[config.mk]
export PLATFORM = sky130hd
export DESIGN_NAME = vrd_setup_ctrl
export DESIGN_NICKNAME = d
export VERILOG_FILES = /design/src/rtl/vrd_pkg.sv /design/src/rtl/vrd_fifo.sv /design/src/rtl/vrd_setup_seq.sv /design/src/rtl/vrd_setup_ctrl.sv
export SDC_FILE = /design/constraint.sdc
export NUM_CORES = 1
export LEC_CHECK = 0
export CAP_MARGIN = 20
export CORE_UTILIZATION = 40
export DETAILED_ROUTE_END_ITERATION = 7
export DONT_BUFFER_PORTS = 1
export SLEW_MARGIN = 20
export SYNTH_ARGS = -nofsm -noshare
export SYNTH_HDL_FRONTEND = slang
export SYNTH_HIERARCHICAL = 1
export SYNTH_SLANG_ARGS = --single-unit
[constraint.sdc]
create_clock -name clk_i -period 3.1 [get_ports clk_i]
set_input_delay 0.31 -clock clk_i [delete_from_list [all_inputs] [get_ports clk_i]]
set_output_delay 0.31 -clock clk_i [all_outputs]
set_load 0.03 [all_outputs]
[src/rtl/vrd_pkg.sv]
package vrd_pkg;
  localparam int unsigned WORD_W = 32;
  typedef logic [WORD_W-1:0] word_t;
endpackage

[src/rtl/vrd_fifo.sv]
module vrd_fifo #(
  parameter int unsigned DEPTH  = 16,
  parameter int unsigned DATA_W = vrd_pkg::WORD_W
) (
  input  logic              clk_i,
  input  logic              rst_ni,
  input  logic              push_i,
  input  logic [DATA_W-1:0] wdata_i,
  input  logic              pop_i,
  output logic [DATA_W-1:0] rdata_o,
  output logic              empty_o,
  output logic              full_o
);
  localparam int unsigned PTR_W = (DEPTH > 1) ? $clog2(DEPTH) : 1;
  localparam logic [PTR_W:0] LVL_MAX = (PTR_W+1)'(DEPTH);
  localparam logic [PTR_W:0] LVL_ONE = (PTR_W+1)'(1);
  localparam logic [PTR_W-1:0] PTR_LAST = PTR_W'(DEPTH - 1);

  logic [DATA_W-1:0] slot_q [DEPTH];
  logic [PTR_W-1:0]  wr_ptr_q, rd_ptr_q;
  logic [PTR_W:0]    lvl_q;
  logic              do_pop;

  assign empty_o = (lvl_q == '0);
  assign full_o  = (lvl_q == LVL_MAX);
  assign do_pop  = pop_i && !empty_o;
  assign rdata_o = slot_q[rd_ptr_q];

  for (genvar g = 0; g < DEPTH; g++) begin : g_slot
    always_ff @(posedge clk_i or negedge rst_ni) begin
      if (!rst_ni)                                     slot_q[g] <= '0;
      else if (push_i && wr_ptr_q == PTR_W'(g))        slot_q[g] <= wdata_i;
    end
  end

  always_ff @(posedge clk_i or negedge rst_ni) begin
    if (!rst_ni) begin
      wr_ptr_q <= '0;
      rd_ptr_q <= '0;
      lvl_q    <= '0;
    end else begin
      if (push_i) wr_ptr_q <= (wr_ptr_q == PTR_LAST) ? '0 : wr_ptr_q + 1'b1;
      if (do_pop) rd_ptr_q <= (rd_ptr_q == PTR_LAST) ? '0 : rd_ptr_q + 1'b1;
      case ({push_i, do_pop})
        2'b10:   lvl_q <= lvl_q + LVL_ONE;
        2'b01:   lvl_q <= lvl_q - LVL_ONE;
        default: lvl_q <= lvl_q;
      endcase
    end
  end


  no_overflow_chk: assert property (@(posedge clk_i) disable iff (!rst_ni)
    push_i |-> !full_o);

  level_up_chk: assert property (@(posedge clk_i) disable iff (!rst_ni)
    (push_i && !do_pop) |=> lvl_q == $past(lvl_q) + LVL_ONE);
endmodule

[src/rtl/vrd_setup_seq.sv]
module vrd_setup_seq #(
  parameter int unsigned CNT_W  = 6,
  parameter int unsigned ADDR_W = 8
) (
  input  logic              clk_i,
  input  logic              rst_ni,
  input  logic              setup_valid_i,
  input  logic [CNT_W-1:0]  setup_count_i,
  input  logic [ADDR_W-1:0] setup_addr_i,
  input  logic              fifo_full_i,
  output logic              xfer_o,
  output logic [ADDR_W-1:0] addr_o,
  output logic [CNT_W-1:0]  remaining_o
);
  localparam logic [CNT_W-1:0]  CNT_ONE  = CNT_W'(1);
  localparam logic [ADDR_W-1:0] ADDR_ONE = ADDR_W'(1);

  logic [CNT_W-1:0]  rem_q;
  logic [ADDR_W-1:0] addr_q;
  logic              take;

  assign xfer_o      = (rem_q != '0) && !fifo_full_i;
  // accept only when idle or when the last word drains this cycle
  assign take        = setup_valid_i && ((rem_q == '0) || (rem_q == CNT_ONE && xfer_o));
  assign addr_o      = addr_q;
  assign remaining_o = rem_q;

  always_ff @(posedge clk_i or negedge rst_ni) begin
    if (!rst_ni) begin
      rem_q  <= '0;
      addr_q <= '0;
    end else if (take) begin
      rem_q  <= setup_count_i;
      addr_q <= setup_addr_i;
    end else if (xfer_o) begin
      rem_q  <= rem_q - CNT_ONE;
      addr_q <= addr_q + ADDR_ONE;
    end
  end


  drop_busy_chk: assert property (@(posedge clk_i) disable iff (!rst_ni)
    (setup_valid_i && rem_q > CNT_ONE && !fifo_full_i) |=> rem_q == $past(rem_q) - CNT_ONE);

  hold_full_chk: assert property (@(posedge clk_i) disable iff (!rst_ni)
    (rem_q != '0 && fifo_full_i) |=> ($stable(rem_q) && $stable(addr_q)));

  addr_step_chk: assert property (@(posedge clk_i) disable iff (!rst_ni)
    (xfer_o && !setup_valid_i) |=> addr_q == $past(addr_q) + ADDR_ONE);
endmodule

[src/rtl/vrd_setup_ctrl.sv]
module vrd_setup_ctrl #(
  parameter int unsigned CNT_W      = 6,
  parameter int unsigned ADDR_W     = 8,
  parameter int unsigned FIFO_DEPTH = 16,
  parameter int unsigned DATA_W     = vrd_pkg::WORD_W
) (
  input  logic              clk_i,
  input  logic              rst_ni,
  input  logic              setup_valid_i,
  input  logic [CNT_W-1:0]  setup_count_i,
  input  logic [ADDR_W-1:0] setup_addr_i,
  output logic              mem_req_o,
  output logic [ADDR_W-1:0] mem_addr_o,
  input  logic [DATA_W-1:0] mem_rdata_i,
  input  logic              pop_i,
  output logic [DATA_W-1:0] pop_data_o,
  output logic              pop_stall_o,
  output logic [CNT_W-1:0]  remaining_o
);
  logic fifo_full, fifo_empty, xfer;

  vrd_setup_seq #(.CNT_W(CNT_W), .ADDR_W(ADDR_W)) u_seq (
    .clk_i         (clk_i),
    .rst_ni        (rst_ni),
    .setup_valid_i (setup_valid_i),
    .setup_count_i (setup_count_i),
    .setup_addr_i  (setup_addr_i),
    .fifo_full_i   (fifo_full),
    .xfer_o        (xfer),
    .addr_o        (mem_addr_o),
    .remaining_o   (remaining_o)
  );

  vrd_fifo #(.DEPTH(FIFO_DEPTH), .DATA_W(DATA_W)) u_fifo (
    .clk_i   (clk_i),
    .rst_ni  (rst_ni),
    .push_i  (xfer),
    .wdata_i (mem_rdata_i),
    .pop_i   (pop_i),
    .rdata_o (pop_data_o),
    .empty_o (fifo_empty),
    .full_o  (fifo_full)
  );

  assign mem_req_o   = xfer;
  assign pop_stall_o = pop_i && fifo_empty;


  stall_no_data_chk: assert property (@(posedge clk_i) disable iff (!rst_ni)
    (pop_stall_o && !mem_req_o) |=> fifo_empty);

  idle_no_req_chk: assert property (@(posedge clk_i) disable iff (!rst_ni)
    (remaining_o == '0) |-> !mem_req_o);
endmodule

# == Word level (Yosys, flattened, before mapping) ==
# Index checks and enable logic that the tools add are counted.
# totals
reg_bits,539
in_bits,50
output_inout_bits,48
# classes
add_sub_neg,6
n_lt_le_gt_ge,1
n_eq_ne,20
n_mux,10
bitwise,1
reduce_logical,30
# ops
cell,n
32-bit binary-select mux with 4-bit select,1
32-bit 2-to-1 mux,2
4-bit == test (second input constant),9
1-bit logical AND,21
4-bit by 3-bit == test with 1-bit output (second input constant),4
8-bit 2-to-1 mux,2
6-bit 2-to-1 mux,2
5-bit case mux with 2 select lines,1
4-bit by 1-bit adder with 4-bit output (second input constant),2
8-bit by 1-bit adder with 8-bit output (second input constant),1
4-bit by 2-bit == test with 1-bit output (second input constant),2
4-bit 2-to-1 mux,2
6-bit by 1-bit == test with 1-bit output (second input constant),1
6-bit logical NOT,1
6-bit nonzero test,1
6-bit by 1-bit subtractor with 6-bit output (second input constant),1
5-bit by 1-bit adder with 5-bit output (second input constant),1
5-bit == test (second input constant),1
5-bit >= comparator (second input constant),1
5-bit logical NOT,1
4-bit NOT with 5-bit output,1
5-bit by 1-bit subtractor with 5-bit output (second input constant),1
4-bit by 1-bit == test with 1-bit output (second input constant),1
4-bit logical NOT,1
other kinds (5),7

# == Longest topological paths before layout ==
# Gate-level depths: netlist (run 1).
# depth
ltp_word,7
mapped_depth,12

# == Modules after synthesis ==
# The synthesis (run 1) kept the hierarchy.
# by_module_without_submodules
module,n_inst,cells_per_inst,area_per_inst_um2
vrd_fifo,1,1613,23983.0
vrd_setup_seq,1,87,848.3
vrd_setup_ctrl,1,1,6.3

# == Least setup slack after synthesis (run 1) ==
# Ideal clock, no wire load.
# synth_path
kind,flip-flop to flip-flop
start,"register u_seq.rem_q[0], in the netlist u_seq/remaining_o[0]"
end,register u_fifo.lvl_q[4]
setup_ns,0.124
t_arrival_ns,3.277
t_required_ns,2.976
path_slack_ns,-0.301
stages_incl_launch_ff,12
n_path_buf,0
period_less_slack_ns,3.401
cell_sequence,dfrtp_1 inv_1 ha_1 a21oi_2 inv_2 ha_1 ha_1 nor2b_1 o21ai_0 a21oi_1 or3b_2 xnor2_1
# synth_between
elab_chain_cells,4
# synth_lines
item,line_no,source
"start, declared",vrd_setup_seq.sv:18,logic [CNT_W-1:0] rem_q;
"start signal, assigned",vrd_setup_seq.sv:33,rem_q <= setup_count_i;
"start signal, assigned",vrd_setup_seq.sv:36,rem_q <= rem_q - CNT_ONE;
6-bit nonzero test (*),vrd_setup_seq.sv:22,assign xfer_o = (rem_q != '0) && !fifo_full_i;
1-bit logical AND (*),vrd_setup_seq.sv:22,
via mem_req_o,vrd_setup_ctrl.sv:12,"output logic mem_req_o,"
2-bit by 1-bit == test with 1-bit output or 2-bit == test (tied branches),vrd_fifo.sv:44,"case ({push_i, do_pop})"
5-bit case mux with 2 select lines or 2-bit nonzero test (tied branches),-,
"end signal, assigned",vrd_fifo.sv:45,2'b10: lvl_q <= lvl_q + LVL_ONE;
"end signal, assigned",vrd_fifo.sv:46,2'b01: lvl_q <= lvl_q - LVL_ONE;
"end signal, assigned",vrd_fifo.sv:47,default: lvl_q <= lvl_q;
"end, declared",vrd_fifo.sv:21,logic [PTR_W:0] lvl_q;
# Mark *: on every way through the listed nets, which the timed path passes. The rest lies on a longest branch.
# A chain may end at the register's enable or synchronous reset.

# == Worst setup path in the final report (run 1) ==
# layout_path
start,register u_fifo.rd_ptr_q[0]
end,output pop_data_o[20]
# layout_between
elab_chain_cells,4
# layout_lines
item,line_no,source
"start, declared",vrd_fifo.sv:20,"logic [PTR_W-1:0] wr_ptr_q, rd_ptr_q;"
"start signal, assigned",vrd_fifo.sv:43,if (do_pop) rd_ptr_q <= (rd_ptr_q == PTR_LAST) ? '0 : rd_ptr_q + 1'b1;
4-bit NOT with 5-bit output (not written as such),vrd_fifo.sv:27,assign rdata_o = slot_q[rd_ptr_q];
32-bit binary-select mux with 4-bit select,vrd_fifo.sv:27,
32-bit 2-to-1 mux (not written as such) (2 in a row),vrd_fifo.sv:27,
"end, declared",vrd_setup_ctrl.sv:16,"output logic [DATA_W-1:0] pop_data_o,"
# Every way passes these cells. The select of a mux whose other input is x is not followed.

==> results of run 1 <==
registers in the layout, indices dropped and copies added (netlist names):
register / flops
u_fifo/wr_ptr_q: 4
u_fifo/rd_ptr_q: 4
u_seq/remaining_o: 6
u_seq/addr_o: 8
u_fifo/slot_q: 512
u_fifo/lvl_q: 5
worst max path at each step:
stage	start	endpoint	slack [ns]	depth (start not counted)
6_report	u_fifo/rd_ptr_q[0]	pop_data_o[20]	0.16	6
5_1_grt	u_fifo/lvl_q[3]	u_fifo/lvl_q[4]	0.02	12
4_1_cts	u_fifo/rd_ptr_q[0]	pop_data_o[27]	-0.01	5
3_5_place_dp	u_fifo/lvl_q[1]	u_fifo/lvl_q[4]	0.12	12
3_3_place_gp	u_fifo/lvl_q[1]	u_fifo/lvl_q[4]	0.12	12
2_1_floorplan	u_seq/remaining_o[3]	u_fifo/lvl_q[4]	0.01	11
final cells by class:
| type | count | area (µm²) | share of cell area (%) |
|---|---|---|---|
| diodes | 1 | 2.502 | 0.008746 |
| clock inverters | 15 | 156.4 | 0.5466 |
| repair buffers | 142 | 1435 | 5.016 |
| clock buffers | 87 | 1782 | 6.227 |
| inverters | 12 | 45.04 | 0.1574 |
| flip-flops and latches | 539 | 13500 | 47.19 |
| well taps | 782 | 978.4 | 3.420 |
| multi-input cells | 1008 | 10710 | 37.43 |
placed cells by master, fill, tap and decap left out, types with 3 or more instances in the layout:
| cell type | n |
|---|---|
| sky130_fd_sc_hd__xor2_1 | 3 |
| sky130_fd_sc_hd__clkinv_2 | 8 |
| sky130_fd_sc_hd__buf_4 | 77 |
| sky130_fd_sc_hd__o21ai_1 | 4 |
| sky130_fd_sc_hd__mux2i_1 | 129 |
| sky130_fd_sc_hd__nor2b_1 | 4 |
| sky130_fd_sc_hd__nand2_1 | 54 |
| sky130_fd_sc_hd__mux2_1 | 20 |
| sky130_fd_sc_hd__nor2_1 | 7 |
| sky130_fd_sc_hd__a22oi_1 | 34 |
| sky130_fd_sc_hd__inv_2 | 3 |
| sky130_fd_sc_hd__buf_16 | 3 |
| sky130_fd_sc_hd__ha_1 | 12 |
| sky130_fd_sc_hd__dlygate4sd3_1 | 47 |
| sky130_fd_sc_hd__nand3_2 | 6 |
| sky130_fd_sc_hd__nand4_1 | 5 |
| sky130_fd_sc_hd__clkbuf_16 | 59 |
| sky130_fd_sc_hd__a221oi_1 | 62 |
| sky130_fd_sc_hd__inv_1 | 9 |
| sky130_fd_sc_hd__buf_12 | 13 |
| sky130_fd_sc_hd__mux4_2 | 64 |
| sky130_fd_sc_hd__dfrtp_1 | 532 |
| sky130_fd_sc_hd__clkbuf_1 | 8 |
| sky130_fd_sc_hd__dfrtp_2 | 5 |
| sky130_fd_sc_hd__clkbuf_8 | 20 |
| sky130_fd_sc_hd__a21oi_1 | 9 |
| sky130_fd_sc_hd__a211oi_1 | 5 |
| sky130_fd_sc_hd__xnor2_1 | 12 |
| sky130_fd_sc_hd__mux2_2 | 492 |
| sky130_fd_sc_hd__nand2b_1 | 3 |
| sky130_fd_sc_hd__o21ai_0 | 42 |
per-layer routing:
layer,GRT usage [%],routed length [µm]
met5,0,46
met3,2.878,2126
met4,5.592,1460
met1,27.01,27800
met2,32.89,29970
repair_timing:
item	4_1_cts	5_1_grt
resized for setup	3	6
hold endpoints to repair	1069	539
setup buffers	0	5
setup endpoints to repair	7	20
cloned	1	0
through the flow:
stage	power, mW	util (%)
2_1_floorplan	23.60	-
3_3_place_gp	27.44	42.85
3_5_place_dp	28.00	42.85
4_1_cts	35.28	46.90
5_1_grt	37.13	47.05
6_report	35.06	47.05
power groups by stage:
stage / Combinational [mW] / Clock (mW) / Sequential, mW
final: 15.4 / 6.93 / 12.7
after detailed placement: 15.1 / 0 / 12.9
after global routing: 16.6 / 7.40 / 13.2
after global placement: 14.8 / 0 / 12.6
after floorplan: 11.4 / 0 / 12.2
after CTS: 15.4 / 7.14 / 12.7
cell families after synthesis:
logic type | after synthesis | synth area share [%]
buffers and inverters | 154 | 3.033
adder cells (fa/ha/maj) | 14 | 0.7355
AO/OA/AOI/OAI | 171 | 5.022
XOR/XNOR | 16 | 0.5642
AND/OR/NAND/NOR | 102 | 2.126
flip-flops | 539 | 54.30
multiplexers | 705 | 34.21
==> impl_summary.md, run 1 <==
Routing
The average wire per cell in the routed design is 23.74 µm. The first detailed-routing pass ran for 5 iterations. For this block, the via count after detailed routing is 14800. The detailed router finished its first iteration with 895 violations.

The final layout contains routed wiring with a total length of 61.40 mm. The number of DRC violations after detailed routing is 0. The average via count per standard cell is 5.725.

In this run the remaining antenna-violating nets after routing total 0.

Critical path
The number of cells on the worst reg-to-reg path is 12. The startpoint type of the worst setup path is a flop. The critical path goes through buf_12, buf_16, mux4_2, a22oi_1, nand2_1, buf_4. The maximum net fanout on the critical path is 46. On the critical path the largest part of the delay comes from buffers and inverters.

The arrival time of data at the critical path endpoint is 2.63 ns. The capture instance of the worst register-to-register path is u_fifo/lvl_q[4]. The path type of the worst setup path is flop to output port. The slack of the worst reg-to-reg path is 0.17 ns. The start of the worst register-to-register path is u_fifo/lvl_q[3]. The required arrival time at the worst endpoint is 2.79 ns.

STA classifies the critical path endpoint as an output port. On the worst path, the slowest cell contributes a delay of 0.54 ns. The buffer and inverter count on the worst path is 3. On the critical path, the stage with the largest delay is an instance of sky130_fd_sc_hd__mux4_2.

Power
The combinational power share is 44.0%. The clock network accounts for 19.8% of the total power. The power density over the cells is 1225 nW/µm². The share of total power consumed by net switching is 35.39%.

The part of the power in registers is 36.3%. The net switching power is 12.41 mW. The leakage power total is 11.95 nW. IR analysis of the VDD net gives a maximum drop of 553.4 µV. The internal portion of the total power is 22.65 mW.

Logic synthesis
The number of flops mapped to enable cells by yosys is 0. The average cell area after synthesis is 14.60 µm². The area of the mapped netlist is 24840 µm². The most used flip-flop cell after synthesis is sky130_fd_sc_hd__dfrtp_1. Sorting the synthesized cells by area gives the leading types as sky130_fd_sc_hd__dfrtp_1 (54%), sky130_fd_sc_hd__mux2_2 (22%), sky130_fd_sc_hd__mux4_2 (5.8%), sky130_fd_sc_hd__mux2i_1 (5.2%), sky130_fd_sc_hd__a221oi_1 (2.3%). The number of distinct library cell variants in the gate-level netlist after synthesis is 49. Synthesis produced a netlist with a net count of 1765.

The most common cell in the synthesized netlist is sky130_fd_sc_hd__dfrtp_1. For this run, asynchronously set or reset flops after synthesis account for 100.0%. The library cell with the largest summed area after synthesis is sky130_fd_sc_hd__dfrtp_1.

The synthesis warning total is 6. The portion of the post-synthesis area used by sequential elements is 54.30%. In the synthesized netlist, the number of instances is 1701. The number of flip-flops and latches in the synthesized netlist is 539. Of the post-synthesis cell area, the dominant cell type holds 54.30%. The commonest cells after synthesis are sky130_fd_sc_hd__dfrtp_1 (539), sky130_fd_sc_hd__mux2_2 (492), sky130_fd_sc_hd__mux2i_1 (129).

STA
For the pin with the worst max-slew slack, the measured transition is 1.897 ns. The final count of pins violating max slew came to 200. Subtracting the final worst setup slack from the clock period gives 2.938 ns. After routing, the total negative slack on setup checks comes to 0 ns.

The worst slew margin relative to its limit is -26.46%. Setup violations remaining at the end of the flow were counted as 0. Setup repair after global routing left no endpoint under its margin. The highest attainable clock frequency is 340.3 MHz. Across all setup checks in the final design, the least slack found is 0.1616 ns. The worst hold slack across all endpoints is -0.5964 ns. Of the available clock period, the critical path in the final layout requires 94.79%. The number of hold violations in the final report was 539. The setup clock skew after layout is 0.03519 ns.

Clock tree
The H-tree level count is 2. The TritonCTS clock tree is built. The number of hold buffers added after CTS was 47. The clock-pin slew on the worst setup and hold paths is 0.06 ns. The cell sitting at the root of the clock tree is a sky130_fd_sc_hd__clkbuf_16. The number of clock buffers added by TritonCTS is 59. The clock reaches the later pin of the worst-skew pair after 0.63 ns.

The longest clock path from root to sink contains 3 buffers. The clock drives 539 sinks.

Min path
The worst min-delay path class is input pin to asynchronous set/reset pin.

GRT
The wire length of the first global-routing pass is 95.78 mm. For this run, the total global-route usage over all layers was measured as 19.81%. Entering global routing, the biggest net connects 540 pins. The initial antenna violation count came to 5.

The overall overflow remaining after global route is 0. The via count of the first global-routing pass was 15790.

Floorplanning
Measured along the y axis, the die boundary spans 251.2 µm. The area enclosed by the die boundary is 63090 µm². The core region is 60810 µm².

In this run the count of I/O pins placed on the die edge is 98. The number of standard-cell rows in the floorplan is 90. The width of the die is 251.2 µm. The effective utilization at floorplan is 40.85%.

Place
The post-placement cell area is 26060 µm². Timing analysis after detailed placement gives a worst setup slack of 0.1239 ns. The count of buffers from port buffering is 0.

The placer congestion estimate is 0.7639. Detailed placement ended at an HPWL of 34.60 mm. The number of placed instances, taps included, is 2430.

Finish
The number of fill cells in the layout is 5364. From synthesis to final layout, the design area changed by 15.19%. The count of nets after finishing is 1826. The non-filler instance count after layout is 2586. The fraction of final layout cells with drive strength greater than 1 is 43.32%. After routing the design area is 28610 µm².

Flow run
Across the run, the number of max-cap violations was 0.

Status
The final reports fail on hold timing, slew limit. The flow ran to the end, but the final reports show violations.
Power figures use the tool's default switching activity.
==> run 2, diff against run 1 <==
- PLACE_DENSITY: default -> 0.66
==> run 2 against run 1 <==
The run still ends with hold timing, slew limit left. Worst setup slack got worse by 0.042 ns. Sequential power barely moved. Clock power shrank 0.9%. First-iteration DRC count rose by 5.3%. Power grew 1.6%. Highest routed layer unchanged. Maximum frequency shrank 1.4%. Largest power group unchanged.
==> impl_summary.md, run 2 (synthesis results as in run 1) <==
Status
Result of the run: complete, but fails checks (unchanged). Violations in the final reports: hold timing, slew limit (unchanged).

STA
The worst hold slack across all endpoints is -0.6175 ns (was -0.5964 ns). The worst slew margin relative to its limit is -78.10% (was -26.46%). The final worst slack is 0.1192 ns (was 0.1616 ns). The post-route clock period utilization is 96.15% (was 94.79%). The final count of pins violating max slew is 485 (was 200).

The pin slew with the least headroom to its limit is 2.671 ns (was 1.897 ns). The post-route setup TNS is 0 ns (unchanged). The number of hold violations in the final report is 473 (was 539). The final critical-path required period was 2.981 ns (was 2.938 ns). The final setup violation count came to 0 (unchanged). The highest attainable clock frequency is 335.5 MHz (was 340.3 MHz). Unrepaired setup endpoints after global routing: yes (was no). The setup clock skew after layout is 0.02038 ns (was 0.03519 ns).

Routing
The number of antenna-violating nets in the routed design is 0 (unchanged). The length of routed met2 wiring is 29.30 mm (was 29.97 mm). The total wire length after detailed routing is 60.06 mm (was 61.40 mm). The average via count per standard cell was 5.682 (was 5.725).

The average wire per cell in the routed design was 23.13 µm (was 23.74 µm). The routed wire length on met3 was 2.243 mm (was 2.126 mm). The top layer used by detailed routing is met5 (unchanged).

The routed length on met1 is 26.95 mm (was 27.80 mm). The via count came to 14750 (was 14800). The number of DRC violations after detailed routing is 0 (unchanged). The violation count after the first detailed-route iteration is 942 (was 895). The first-pass iteration count of the detailed router is 5 (unchanged).

Clock tree
The H-tree level count was 2 (unchanged). The clock sink count is 539 (unchanged). The TritonCTS clock tree is built (unchanged). The CTS buffer count is 58 (was 59).

The later-pin clock latency in the skew report came to 0.62 ns (was 0.63 ns). The root buffer selected by CTS is sky130_fd_sc_hd__clkbuf_16 (unchanged). The clock-pin slew on the worst setup and hold paths is 0.06 ns (about the same). The number of buffers inserted by hold repair at cts is 47 (unchanged). The maximum clock path buffer count was 3 (unchanged).

GRT
The wire length of the first global-routing pass is 94.63 mm (was 95.78 mm). The total global routing track utilization is 19.39% (was 19.81%). The overall overflow remaining after global route was 0 (unchanged). The via count of the first global-routing pass was 15870 (was 15790). The initial antenna violation count was 5 (unchanged). The maximum number of pins on one net before global-route repair is 540 (unchanged).

Finish
The area growth from synthesis to layout came to 15.77% (was 15.19%). The register name with the most flops is u_fifo/slot_q (unchanged). The utilization after layout is 47.29% (was 47.05%). The fraction of final layout cells with drive strength greater than 1 was 43.46% (was 43.32%). The commonest non-fill, non-tap cell in the layout is sky130_fd_sc_hd__dfrtp_1 (unchanged).

The count of nets after finishing is 1828 (was 1826). The flip-flop count of the largest register after layout came to 512 (unchanged). The total non-filler cell area in the finished layout was 28750 µm² (was 28610 µm²). Top library cells by usage in the layout, fill and taps aside: sky130_fd_sc_hd__dfrtp_1 (532), sky130_fd_sc_hd__mux2_2 (492), sky130_fd_sc_hd__mux2i_1 (129), sky130_fd_sc_hd__buf_4 (68), sky130_fd_sc_hd__mux4_2 (64) (was sky130_fd_sc_hd__dfrtp_1 (532), sky130_fd_sc_hd__mux2_2 (492), sky130_fd_sc_hd__mux2i_1 (129), sky130_fd_sc_hd__buf_4 (77), sky130_fd_sc_hd__mux4_2 (64)).

Critical path
The maximum net fanout on the critical path is 32 (was 46). The stage delay of the slowest cell on the critical path was 0.59 ns (was 0.54 ns). The startpoint type of the worst setup path is a flop (unchanged). The arrival time of data at the critical path endpoint is 2.67 ns (was 2.63 ns). The required arrival time at the worst endpoint is 2.79 ns (about the same). The nature of the critical path endpoint is an output port (unchanged). The highest-delay cell along the critical path is sky130_fd_sc_hd__dfrtp_4 (was sky130_fd_sc_hd__mux4_2). The path type of the worst setup path is flop to output port (unchanged). Critical-path cell list: and2_2, buf_6, a221oi_1, o21ai_0, nand2_1, buf_4 (was buf_12, buf_16, mux4_2, a22oi_1, nand2_1, buf_4).

Place
The placed wire-length estimate came to 34.51 mm (was 34.60 mm). The count of buffers from port buffering came to 0 (unchanged). The post-placement setup slack is 0.08982 ns (was 0.1239 ns). The placer congestion estimate is 0.8017 (was 0.7639).

The post-placement cell area is 26270 µm² (was 26060 µm²).

Power
The power density over the cells is 1239 nW/µm² (was 1225 nW/µm²). The leakage power total is 11.99 nW (was 11.95 nW). The combinational power share is 44.6% (was 44.0%).

The relative contribution of the clock network to total power is 19.3% (was 19.8%). The worst voltage drop across the vdd grid is 782.6 µV (was 553.4 µV). The internal power came to 23.02 mW (was 22.65 mW). The part of the power in registers is 36.1% (was 36.3%).

The net switching power is 12.59 mW (was 12.41 mW). The share of total power consumed by net switching was 35.36% (was 35.39%).

Min path
The worst min-delay path class is input pin to asynchronous set/reset pin (unchanged).

Floorplanning
The area of the core is 60810 µm² (unchanged). The area enclosed by the die boundary is 63090 µm² (unchanged). The die height is 251.2 µm (unchanged).

The effective utilization at floorplan came to 40.85% (unchanged). The number of standard-cell rows in the floorplan is 90 (unchanged). The width of the die is 251.2 µm (unchanged). The number of top-level pins is 98 (unchanged).

Flow run
The number of maximum-capacitance constraint violations is 0 (unchanged).
run 2: repair_timing:
item | CTS | global route
setup endpoints to repair | 10 | 13
setup buffers | 2 | 0
resized for setup | 1 | 11
endpoints found under the hold margin | 1069 | 539
pin swaps | 0 | 0
run 2: power by group through the flow:
| stage | clock [mW] | sequential [mW] | combinational (mW) |
|---|---|---|---|
| 2_1_floorplan | 0 | 12.2 | 11.4 |
| 3_3_place_gp | 0 | 12.7 | 15.4 |
| 3_5_place_dp | 0 | 13.0 | 15.7 |
| 4_1_cts | 7.06 | 12.8 | 16.0 |
| 5_1_grt | 7.34 | 13.3 | 17.1 |
| 6_report | 6.87 | 12.8 | 15.9 |
run 2: path summary, 6_finish.rpt:
check                                   startpoint            endpoint  slack, ns  cells past startpoint
max in group asynchronous                   rst_ni  u_fifo/slot_q[201]       1.60                      0
worst max-delay path            u_fifo/rd_ptr_q[2]      pop_data_o[23]       0.12                      6
worst max register to register     u_fifo/lvl_q[1]     u_fifo/lvl_q[4]       0.19                     12
min in group clk_i                   setup_valid_i     u_seq/addr_o[1]       0.10                      2
worst min-delay path                        rst_ni     u_seq/addr_o[7]      -0.62                      0
worst min register to register  u_fifo/slot_q[473]  u_fifo/slot_q[473]       0.49                      1
run 2: through the flow:
step           instances  hold WS, ns  power (mW)
2_1_floorplan       1701      0.01441       23.60
3_3_place_gp        2437      0.03990       28.04
3_5_place_dp        2437      0.03844       28.70
4_1_cts             2595      -0.6412       35.84
5_1_grt             2596      -0.6536       37.68
6_report            2596      -0.6175       35.62
run 2: metal layers:
metal	up-vias	GRT usage [%]
met5	-	0
met4	6	5.993
met3	108	2.899
met2	267	32.22
met1	7897	26.17
li1	6472	-
run 2: critical path: cells and delay by family (launching register included):
family | cells | cell delay [ns]
AOI/OAI and AO/OA | 2 | 0.63
DFF | 1 | 0.59
and+or+nand+nor | 2 | 0.39
buffers and inverters | 2 | 0.39
run 2: final cells by class:
class	instances	area (µm²)
repair buffers	145	1564
multi-input cells	1008	10730
clock buffers	90	1762
flip-flops and latches	539	13500
diodes	1	2.502
fillers	5198	32050
inverters	12	45.04
well taps	782	978.4
clock inverters	19	170.2
